`config.mk`:
```
export PLATFORM = sky130hd
export DESIGN_NAME = ext_cs_seq
export DESIGN_NICKNAME = d
export VERILOG_FILES = /design/src/rtl/csq_pkg.sv /design/src/rtl/csq_rst_sync.sv /design/src/rtl/csq_area_match.sv /design/src/rtl/csq_next.sv /design/src/rtl/ext_cs_seq.sv
export SDC_FILE = /design/constraint.sdc
export NUM_CORES = 1
export LEC_CHECK = 0
export ABC_AREA = 0
export BUFFER_PORTS_ARGS = -buffer_cell sky130_fd_sc_hd__buf_2
export CAP_MARGIN = 20
export CELL_PAD_IN_SITES_DETAIL_PLACEMENT = 0
export CELL_PAD_IN_SITES_GLOBAL_PLACEMENT = 1
export CORE_ASPECT_RATIO = 1.1
export CORE_MARGIN = 2
export CORE_UTILIZATION = 41
export DETAILED_ROUTE_END_ITERATION = 6
export GPL_ROUTABILITY_DRIVEN = 0
export PLACE_DENSITY = 0.95
export SLEW_MARGIN = 5
export SYNTH_ARGS = -nofsm -noshare
export SYNTH_HDL_FRONTEND = slang
export SYNTH_SLANG_ARGS = --single-unit
```
`constraint.sdc`:
```
create_clock -name clk -period 2.8 [get_ports clk]
set_clock_uncertainty 0.15 [all_clocks]
set_input_delay 0.28 -clock clk [delete_from_list [all_inputs] [get_ports clk]]
set_output_delay 0.28 -clock clk [all_outputs]
set_load 0.03 [all_outputs]
```
`src/rtl/csq_pkg.sv`:
```
package csq_pkg;
  typedef enum logic [1:0] {
    CYC_NONE = 2'd0,
    CYC_INT  = 2'd1,
    CYC_EXT  = 2'd2,
    CYC_RSVD = 2'd3
  } cyc_e;
endpackage

```
`src/rtl/csq_rst_sync.sv`:
```
module csq_rst_sync (
  input  logic clk,
  input  logic rst_n,
  output logic rst_n_sync
);
  logic [1:0] stage_q;

  always_ff @(posedge clk or negedge rst_n) begin
    if (!rst_n) stage_q <= 2'b00;
    else        stage_q <= {stage_q[0], 1'b1};
  end

  assign rst_n_sync = stage_q[1];
endmodule

```
`src/rtl/csq_area_match.sv`:
```
module csq_area_match #(
  parameter int ADDR_W = 24,
  parameter int N_AREA = 4
) (
  input  logic [ADDR_W-1:0]        addr,
  input  logic [N_AREA*ADDR_W-1:0] cfg_base,
  input  logic [N_AREA*ADDR_W-1:0] cfg_size,
  output logic                     hit_any,
  output logic [N_AREA-1:0]        sel
);
  logic [N_AREA-1:0] hit;

  // Per-window range compare: offset from base must be below the size.
  for (genvar g = 0; g < N_AREA; g++) begin : g_win
    logic [ADDR_W-1:0] offs;
    logic [ADDR_W-1:0] base;
    logic [ADDR_W-1:0] size;
    assign base   = cfg_base[g*ADDR_W +: ADDR_W];
    assign size   = cfg_size[g*ADDR_W +: ADDR_W];
    assign offs   = addr - base;
    assign hit[g] = (size != '0) && (offs < size);
  end

  // Lowest index wins when windows overlap.
  always_comb begin
    sel = '0;
    for (int i = N_AREA - 1; i >= 0; i--) begin
      if (hit[i]) sel = N_AREA'(1) << i;
    end
  end

  assign hit_any = |hit;
endmodule

```
`src/rtl/csq_next.sv`:
```
module csq_next
  import csq_pkg::*;
#(
  parameter int ADDR_W = 24,
  parameter int N_AREA = 4
) (
  input  logic [1:0]        req_type,
  input  logic [ADDR_W-1:0] req_addr,
  input  logic              hit_any,
  input  logic [N_AREA-1:0] sel,
  output logic [ADDR_W-1:0] addr_d,
  output logic              addr_en,
  output logic [N_AREA-1:0] cs_n_d,
  output logic              cs_en,
  output logic              err_d
);
  cyc_e kind;
  assign kind = cyc_e'(req_type);

  always_comb begin
    addr_d  = req_addr;
    addr_en = 1'b0;
    cs_n_d  = '1;
    cs_en   = 1'b0;
    err_d   = 1'b0;
    unique case (kind)
      CYC_EXT: begin
        addr_en = 1'b1;
        cs_en   = 1'b1;
        cs_n_d  = ~sel;
        err_d   = ~hit_any;
      end
      CYC_INT: begin
        cs_en  = 1'b1;
        cs_n_d = '1;
      end
      CYC_NONE, CYC_RSVD: begin
        addr_en = 1'b0;
        cs_en   = 1'b0;
      end
      default: begin
        addr_en = 1'b0;
      end
    endcase
  end
endmodule

```
`src/rtl/ext_cs_seq.sv`:
```
module ext_cs_seq #(
  parameter int ADDR_W = 24,
  parameter int N_AREA = 4
) (
  input  logic                     clk,
  input  logic                     rst_n,
  input  logic [1:0]               req_type,
  input  logic [ADDR_W-1:0]        req_addr,
  input  logic [N_AREA*ADDR_W-1:0] cfg_base,
  input  logic [N_AREA*ADDR_W-1:0] cfg_size,
  output logic [ADDR_W-1:0]        bus_addr,
  output logic [N_AREA-1:0]        bus_cs_n,
  output logic                     bus_err
);
  logic                rst_n_sync;
  logic                hit_any;
  logic [N_AREA-1:0]   sel;
  logic [ADDR_W-1:0]   addr_d, addr_q;
  logic [N_AREA-1:0]   cs_n_d, cs_n_q;
  logic                addr_en, cs_en, err_d, err_q;

  csq_rst_sync u_rst (
    .clk        (clk),
    .rst_n      (rst_n),
    .rst_n_sync (rst_n_sync)
  );

  csq_area_match #(.ADDR_W(ADDR_W), .N_AREA(N_AREA)) u_match (
    .addr     (req_addr),
    .cfg_base (cfg_base),
    .cfg_size (cfg_size),
    .hit_any  (hit_any),
    .sel      (sel)
  );

  csq_next #(.ADDR_W(ADDR_W), .N_AREA(N_AREA)) u_next (
    .req_type (req_type),
    .req_addr (req_addr),
    .hit_any  (hit_any),
    .sel      (sel),
    .addr_d   (addr_d),
    .addr_en  (addr_en),
    .cs_n_d   (cs_n_d),
    .cs_en    (cs_en),
    .err_d    (err_d)
  );

  always_ff @(posedge clk or negedge rst_n_sync) begin
    if (!rst_n_sync)  addr_q <= '0;
    else if (addr_en) addr_q <= addr_d;
  end

  always_ff @(posedge clk or negedge rst_n_sync) begin
    if (!rst_n_sync) cs_n_q <= '1;
    else if (cs_en)  cs_n_q <= cs_n_d;
  end

  always_ff @(posedge clk or negedge rst_n_sync) begin
    if (!rst_n_sync) err_q <= 1'b0;
    else             err_q <= err_d;
  end

  assign bus_addr = addr_q;
  assign bus_cs_n = cs_n_q;
  assign bus_err  = err_q;
endmodule

```
=== Yosys cells after proc, flatten, opt, wreduce, memory -nomap -nowiden ===
Index checks and enable logic that the tools add are counted.

* Output and inout bits: 29
* Input port bits: 220
* Word-level logic and storage cells: 37
* Register bits after elaboration: 31

* Eq/ne operators: 3
* Reductions and logical operators: 12
* Multiplexer cells: 8
* $lt $le $gt $ge: 4
* Add/sub/neg operators: 4
* Bitwise logic cells: 2

{| class="wikitable"
|+ Operators by type and width
! kind !! count
|-
| $lt A24 B24 Y1 || 4
|-
| $reduce_bool A24 Y1 || 4
|-
| $sub A24 B24 Y24 || 4
|-
| $mux W4 || 5
|-
| $eq A2 B2 Y1 const B || 2
|-
| $logic_and A1 B1 Y1 || 4
|-
| $not A4 Y4 || 1
|-
| $reduce_or A2 Y1 || 2
|-
| $reduce_or A4 Y1 || 1
|-
| $eq A2 B1 Y1 const B || 1
|-
| $logic_not A2 Y1 || 1
|-
| $mux W1 || 2
|-
| $pmux W1 S2 || 1
|-
| $not A1 Y1 || 1
|}

=== Logic depth before layout (Yosys ltp) ===
Gate-level depths: netlist (run 1).

* Depth after elaboration: 9
* Mapped depth: 22
* Gate-level depth less buffers: 22

=== Modules after synthesis ===
From an unflattened synthesis (run 1), not the netlist that was laid out.

* Cells, all modules: 1112
* Area total of the unflattened synthesis: 8545.7 um2

{| class="wikitable"
|+ Modules (own cells, without submodules)
! module !! times used !! area each (um2) !! cells an instance !! seq. area each (um2)
|-
| csq_area_match || 1 || 7095.6 || 1017 || 0.0
|-
| ext_cs_seq || 1 || 1172.4 || 60 || 730.7
|-
| csq_next || 1 || 224.0 || 32 || 0.0
|-
| csq_rst_sync || 1 || 53.8 || 3 || 50.0
|}

=== Worst setup path after synthesis (run 1) ===
OpenSTA, ideal clock, no wires.

* Path kind: input to register
* Start: input port req_addr[0]
* End: register cs_n_q[1], in the netlist bus_cs_n[1]
* Stages: 22
* Path slack: -1.497 ns
* Arrival: 4.065 ns
* Data required time: 2.568 ns
* Path buffers: 0
* Setup time: 0.082 ns
* Cells stage by stage: inv_1 -> ha_1 -> inv_1 -> fa_1 -> a21o_1 -> a21oi_1 -> o21a_1 -> o211ai_1 -> and3_1 -> o31ai_1 -> nand2b_1 -> a21oi_1 -> xnor2_1 -> ha_1 -> a21o_1 -> a21o_1 -> a21oi_1 -> nor2_1 -> or4_1 -> a21oi_1 -> nand3_1 -> mux2_2

* Cells in the longest elaborated chain, start to end: 8
* Elaborated cells on any way between the ends: 14
* Classes of those cells: add/sub (3); order compare (3); mux (4); bitwise (1); reduce/logical (3)

{| class="wikitable"
|+ RTL lines
! what !! line !! source
|-
| from (decl) || ext_cs_seq.sv:8 || <nowiki>input logic [ADDR_W-1:0] req_addr,</nowiki>
|-
| $sub A24 B24 Y24 || csq_area_match.sv:20 || <nowiki>assign offs = addr - base;</nowiki>
|-
| $lt A24 B24 Y1 || csq_area_match.sv:21 || <nowiki>assign hit[g] = (size != '0) && (offs < size);</nowiki>
|-
| $logic_and A1 B1 Y1 || csq_area_match.sv:21 ||
|-
| $mux W4 (2 in a row) || csq_area_match.sv:28 || <nowiki>if (hit[i]) sel = N_AREA'(1) << i;</nowiki>
|-
| $mux W4 * || csq_area_match.sv:28 ||
|-
| $not A4 Y4 * || csq_next.sv:30 || <nowiki>cs_n_d = ~sel;</nowiki>
|-
| $mux W4 * || csq_next.sv:26 || <nowiki>unique case (kind)</nowiki>
|-
| to (signal assigned) || ext_cs_seq.sv:55 || <nowiki>else if (cs_en) cs_n_q <= cs_n_d;</nowiki>
|-
| to (decl) || ext_cs_seq.sv:19 || <nowiki>logic [N_AREA-1:0] cs_n_d, cs_n_q;</nowiki>
|}

Mark *: on every way between the ends. The rest lies on a longest branch, timed or not.
A chain may end at the register's enable or synchronous reset.

=== Worst setup path after layout (run 1) ===
* Start: input port req_addr[4]
* End: register cs_n_q[1], in the netlist bus_cs_n[1]

Same word-level chain as after synthesis.

==> flow_summary_export.csv, run 1 <==
group,metric,value,unit
outcome,status,"complete, but fails checks",
outcome,violations,"design-rule violations, negative setup slack",
sta,final.setup.tns,-6.37,ns
detailed_routing,drt_drc_violations_left,2,
place,numPortBuffers,248,
global_route,grt_max_degree,30,
place,place_hpwl,24800,µm
synthesis,yosys.area_share.simple,15.2,%
sta,fin_crit,4.12,ns
power,leakage,6.86,nW
place,dp.cells,1788,
synthesis,syn_inst,1060,
power,p_seq_share,13.5,%
clocking,clockBufferDepth,2,
detailed_routing,routed_wirelength,28500,µm
die,io-pin-count,249,
sta,slew_violations,0,
clocking,insertion_delay,0.28,ns
die,die_h,151,µm
worst_setup_path,worstPathArrival,4.17,ns
synthesis,synthAdderAreaFrac,29.7,%
global_route,grt_pass1_vias,9679,
clocking,cts_root_buf,"clkbuf_16",
synthesis,synth_edf_count,0,
worst_setup_path,worstRegToRegCells,2,
worst_setup_path,crit_path_top_delay_cell,"or4_4",
power,p_per_area,330,mW/mm²
layout,final_cells,1823,
synthesis,synth_area_leaders,"ha_1, inv_1, dfrtp_1, xnor2_1, a21oi_1",
layout,layout_common_cells,"buf_4, buf_2, inv_1, ha_1, a21oi_1",
clocking,h-tree-depth,2,
worst_setup_path,r2r-start,"bus_cs_n[3]$_DFFE_PN1N_",
global_route,antenna_found_initial,2,
sta,fmax,0.243,GHz
detailed_routing,viasPerCell,5.22,
global_route,met1_usage,31.1,%
synthesis,syn-cell-area,0.00808,mm²
die,initial_core_util,42.0,%
synthesis,netlist.area_leader.share,28.7,%
clocking,cts_tree,"yes",
synthesis,ys_types,62,
synthesis,yosys_most_used_dff,"dfrtp_1",
layout,fin_util,63.1,%
synthesis,ys_ff_latch,31,
clocking,cts.sinks,31,
detailed_routing,route.detailed.wl_per_inst,15.7,µm
clocking,cts-buffers-inserted,5,
detailed_routing,ant_nets,0,
sta,worst-slew-pin-transition,0.600,ns
power,peakVddDrop,0.197,mV
detailed_routing,drt-initial-drc-count,331,
die,row_count,53,
power,p_sw,1.70,mW
detailed_routing,vias,9519,
sta,finalHoldViolCount,0,
synthesis,synth_mux_area_share,3.49,%
sta,setup_slack,-1.32,ns
global_route,busiest_layer,"met2",
worst_setup_path,crit_path_max_incr_delay,0.52,ns
sta,relSlewSlack,59.0,%
synthesis,synth_warnings,0,
power,p_int,2.31,mW
power,power.share.clock,13.3,%
worst_setup_path,crit_chain,"buf_4, ha_1, or3_4, o211ai_1, a211oi_1, nor2_1, buf_4, buf_4, o21bai_1, a211oi_2, nor2_1, ha_1, a21o_1, a21o_1, a21oi_2, nor2_1, or4_4, a21oi_4, nand3_2, mux2_4",
die,core,0.0192,mm²
die,die-width,138,µm
die,die_area,0.0208,mm²
synthesis,synth_top_cell_by_area,"ha_1",
sta,setup_viol,5,
global_route,grt_pass1_wl,43700,µm
power,p_sw_share,42.4,%
layout,area_growth,50.3,%
sta,post-route-period-util,147,%
synthesis,synth_top_family_by_area,"adder cells",
synthesis,avgSynthCellArea,7.62,µm²
worst_setup_path,startpoint_type,"input pin",
global_route,grtUsageMet2,50.6,%
hold_path,worstHoldPathType,"reg2async",
worst_setup_path,critical_path_class,"in2reg",
detailed_routing,first_pass_iters,7,
layout,final_common_cell,"buf_4",
synthesis,synthXorXnorAreaFrac,9.00,%
place,pre_cts_ws,-1.75,ns
layout,finalNetCount,1982,
worst_setup_path,required,2.85,ns
worst_setup_path,ff2ff_setup_slack,1.81,ns
global_route,gr-usage-all-layers,26.7,%
global_route,use_met3,2.48,%
synthesis,async_flop_share,100,%
synthesis,syn_nets,1469,
job,maxCapViolCount,0,
synthesis,synth_compound_area_share,23.4,%
worst_setup_path,worstSetupEndpointType,"register",
worst_setup_path,worstPathMaxFanout,4,
clocking,clkSlewWorstSetupHoldPaths,0.05,ns
global_route,overflow,0,
power,combPwrFrac,73.2,%
synthesis,yosysSeqAreaShare,9.67,%
worst_setup_path,worstReg2RegEnd,"bus_cs_n[3]$_DFFE_PN1N_",
sta,grt_setup_unrepaired,"true",
layout,drive_gt1_share,39.0,%
==> logic make-up (layout without fill, tap and decap cells) <==
logic type                 count (synthesis)  in the layout
muxes                                     25             25
and+or+nand+nor                          235            235
DFF                                       31             31
xor gates and xnor gates                  83             83
adders and majority gates                189            189
buffers and inverters                    205            719
other                                      1              3
AOI/OAI and AO/OA                        291            291
==> critical path: cells and delay by family <==
| kind | cells | cell delay, ns |
|---|---|---|
| AND/OR/NAND/NOR | 6 | 1.32 |
| AO/OA/AOI/OAI | 8 | 1.36 |
| adder cells (fa/ha/maj) | 2 | 0.52 |
| multiplexers | 1 | 0.28 |
| buffers and inverters | 3 | 0.39 |
==> metrics by stage <==
step                      total power, mW  instance area (µm²)  hold WS, ns
after floorplan                      2.19                 8160       -0.166
after global placement               3.19                11500      -0.0845
after detailed placement             3.28                11500      -0.0822
after CTS                            3.94                12000        0.114
after global routing                 4.36                12100        0.123
final                                4.01                12100       0.0982
==> registers in the layout, indices dropped and copies added, names as in the netlist <==
register	cells
bus_addr	24
bus_err	1
u_rst.stage_q	2
bus_cs_n	4
==> per-layer routing <==
layer,wire (µm),part of all wire (%),vias to the layer above
met5,0,0,-
met4,990,3.5,0
met3,1640,5.8,62
met2,14100,49,306
met1,11800,41,4372
li1,-,-,4779
==> what timing repair did <==
item                                    CTS  global route
resized for setup                        39            27
hold buffers                              1             0
endpoints found under the hold margin     2             0
gates cloned                              0             0
setup buffers                            19             6
endpoints found under the setup margin    5             5
pin swaps                                51            26
==> Yosys cell counts, drive strengths merged (8+ instances only) <==
| cell type | number |
|---|---|
| nor2b | 20 |
| a21oi | 96 |
| a211oi | 9 |
| a21o | 52 |
| xor2 | 20 |
| dfrtp | 27 |
| nand3 | 17 |
| o21bai | 8 |
| o211ai | 13 |
| nand2 | 31 |
| o21a | 16 |
| xnor2 | 63 |
| nor2 | 57 |
| inv | 201 |
| mux2 | 25 |
| nor4 | 26 |
| o21ai | 48 |
| nand4 | 15 |
| and3 | 9 |
| nor3 | 19 |
| ha | 185 |
| nand2b | 13 |
==> power by group through the flow <==
stage          combinational [mW]  sequential (mW)  clock, mW
2_1_floorplan                1.52            0.667          0
3_3_place_gp                 2.65            0.544          0
3_5_place_dp                 2.74            0.548          0
4_1_cts                      2.85            0.541      0.550
5_1_grt                      3.25            0.546      0.563
6_report                     2.94            0.541      0.533
==> area by class of cell <==
type,count,area [µm²]
fill,1708,7090
multi-input combinational,824,6870
timing repair buffer,510,3260
sequential,31,781
inverter,201,771
tap,247,309
clock buffer,5,125
clock inverter,3,20.0
antenna,2,5.00
==> how the worst max path moves through the flow <==
| stage | from | end | slack (ns) | cells after the start |
|---|---|---|---|---|
| 5_1_grt | req_addr[8] | bus_cs_n[3]$_DFFE_PN1N_ | -1.51 | 19 |
| 4_1_cts | req_addr[0] | bus_cs_n[1]$_DFFE_PN1N_ | -1.21 | 23 |
| 3_5_place_dp | req_addr[0] | bus_cs_n[3]$_DFFE_PN1N_ | -1.75 | 23 |
| 2_1_floorplan | req_addr[0] | bus_cs_n[1]$_DFFE_PN1N_ | -1.27 | 22 |
| 3_3_place_gp | req_addr[0] | bus_cs_n[3]$_DFFE_PN1N_ | -1.64 | 23 |
| 6_report | req_addr[4] | bus_cs_n[1]$_DFFE_PN1N_ | -1.32 | 20 |
Note: power is estimated with default switching activity, not from simulation.
==> inputs of run 2 (changes only) <==
--- a/config.mk
+++ b/config.mk
@@ -10,7 +10,6 @@
 export CAP_MARGIN = 20
 export CELL_PAD_IN_SITES_DETAIL_PLACEMENT = 0
 export CELL_PAD_IN_SITES_GLOBAL_PLACEMENT = 1
-export CORE_ASPECT_RATIO = 1.1
 export CORE_MARGIN = 2
 export CORE_UTILIZATION = 41
 export DETAILED_ROUTE_END_ITERATION = 6
==> flow_summary_export.csv, run 2 (synthesized netlist as in run 1, its figures left out) <==
group,metric,value,unit
sta,post-route-period-util,144,%
global_route,grt_pass1_wl,42700,µm
detailed_routing,ant_nets,0,
die,row_count,51,
detailed_routing,route.detailed.wl_per_inst,15.1,µm
clocking,cts_tree,"yes",
sta,slew_violations,0,
global_route,gr-usage-all-layers,26.2,%
sta,worst-slew-pin-transition,0.531,ns
die,die_h,144,µm
detailed_routing,first_pass_iters,5,
global_route,grt_pass1_vias,9151,
layout,diodes,0,
die,die_area,0.0208,mm²
sta,fmax,0.249,GHz
sta,grt_setup_unrepaired,"true",
place,numPortBuffers,248,
die,core,0.0194,mm²
layout,layout_common_cells,"buf_4, buf_2, inv_1, ha_1, a21oi_1",
sta,setup_slack,-1.22,ns
layout,area_growth,49.5,%
sta,fin_crit,4.02,ns
detailed_routing,route.met2.wl,13300,µm
worst_setup_path,critical_path_class,"in2reg",
die,initial_core_util,41.6,%
power,leakage,6.82,nW
place,place_hpwl,24500,µm
clocking,clkSlewWorstSetupHoldPaths,0.06,ns
layout,finalNetCount,1974,
sta,relSlewSlack,64.4,%
detailed_routing,drt_drc_violations_left,0,
hold_path,worstHoldPathType,"reg2async",
power,p_per_area,338,mW/mm²
clocking,cts.sinks,31,
detailed_routing,m1WireLength,12400,µm
layout,multiInputGateArea,0.00683,mm²
worst_setup_path,worstSetupEndpointType,"register",
global_route,overflow,0,
layout,seq_area,781,µm²
layout,drive_gt1_share,38.6,%
die,io-pin-count,249,
sta,final.setup.tns,-5.93,ns
clocking,cts-buffers-inserted,5,
sta,setup_viol,5,
job,maxCapViolCount,0,
global_route,antenna_found_initial,0,
clocking,cts_root_buf,"clkbuf_16",
detailed_routing,top_layer_used,"met4",
detailed_routing,vias,9382,
outcome,status,"complete, but fails checks",
layout,fin_util,62.2,%
detailed_routing,dr_wl_met3,1340,µm
layout,final_common_cell,"buf_4",
outcome,violations,"negative setup slack",
detailed_routing,drt-initial-drc-count,339,
clocking,h-tree-depth,2,
worst_setup_path,worstPathMaxFanout,5,
worst_setup_path,required,2.86,ns
detailed_routing,viasPerCell,5.12,
global_route,grt_max_degree,30,
clocking,clockBufferDepth,2,
layout,largest_register_ffs,24,
die,die-width,144,µm
layout,num-fill-cells,1771,
sta,finalHoldViolCount,0,
power,peakVddDrop,0.240,mV
detailed_routing,routed_wirelength,27700,µm
worst_setup_path,startpoint_type,"input pin",
worst_setup_path,worstPathArrival,4.08,ns
clocking,insertion_delay,0.28,ns
==> run 2: changes by cell type in the layout (fill, tap and decap cells not counted), sizes merged <==
| cell | before | now |
|---|---|---|
| diode | 2 | 0 |
| bufinv | 0 | 1 |
| clkinvlp | 2 | 0 |
| clkbuf | 5 | 7 |
| buf | 509 | 500 |
==> run 2: layer usage <==
layer / global-route usage [%] / vias to the layer above
li1: - / 4765
met2: 47.6 / 277
met4: 8.28 / 0
met5: 0 / -
met1: 33.0 / 4310
met3: 1.49 / 30
==> run 2: critical path, stage by stage <==
cell and delay (ns):
buf_2 0.17, ha_1 0.22, or3_1 0.40, o211ai_1 0.29, a211oi_2 0.12, nor2_2 0.18
buf_4 0.14, o21bai_1 0.06, a211oi_1 0.20, nor2_1 0.09, ha_1 0.33, a21o_1 0.19
a21o_1 0.16, a21oi_2 0.11, nor2_1 0.05, or4_4 0.53, a21oi_4 0.16, nand3_1 0.10
mux2_4 0.29
==> run 2: metrics by stage <==
step           std cells  power (mW)  instance area (µm²)  hold slack [ns]  setup WS (ns)
5_1_grt             1831        4.44                12100            0.122          -1.43
2_1_floorplan       1060        2.19                 8160           -0.166          -1.27
6_report            1831        4.08                12100            0.108          -1.22
4_1_cts             1824        4.00                11900            0.115          -1.25
3_5_place_dp        1808        3.28                11500          -0.0836          -1.73
3_3_place_gp        1808        3.19                11500          -0.0841          -1.64
==> run 2: power breakdown <==
group / internal [mW] / total (mW) / switching [mW] / leakage, nW
combinational: 1.44 / 2.89 / 1.45 / 6.37
sequential: 0.511 / 0.541 / 0.0301 / 0.361
clock: 0.442 / 0.650 / 0.208 / 0.0868
total: 2.40 / 4.08 / 1.69 / 6.82
==> run 2: what timing repair did <==
item / CTS / global route
endpoints found under the hold margin: 2 / 0
endpoints found under the setup margin: 5 / 5
pin swaps: 30 / 40
gates resized for setup: 25 / 40
setup buffers: 7 / 7
hold buffers: 1 / 0
==> run 2: worst paths after layout <==
check                                           start                       end  slack (ns)  cells past startpoint
max                                       req_addr[3]   bus_cs_n[1]$_DFFE_PN1N_       -1.22                     19
min reg2reg                u_rst.stage_q[1]$_DFF_PN0_  bus_addr[21]$_DFFE_PN0N_        0.11                      1
min in group clk                          req_addr[0]   bus_addr[0]$_DFFE_PN0N_        0.12                      2
min                        u_rst.stage_q[1]$_DFF_PN0_  bus_addr[21]$_DFFE_PN0N_        0.11                      1
max in group asynchronous  u_rst.stage_q[1]$_DFF_PN0_   bus_cs_n[0]$_DFFE_PN1N_        2.06                      1
max reg2reg                   bus_cs_n[2]$_DFFE_PN1N_   bus_cs_n[2]$_DFFE_PN1N_        1.84                      2
==> run 2: layout make-up <==
cell class,instances,area share [%]
multi-input combinational,824,56.6
clock buffer,6,1.15
clock inverter,2,0.290
tap,265,2.75
inverter,201,6.39
sequential,31,6.47
timing repair buffer,502,26.4
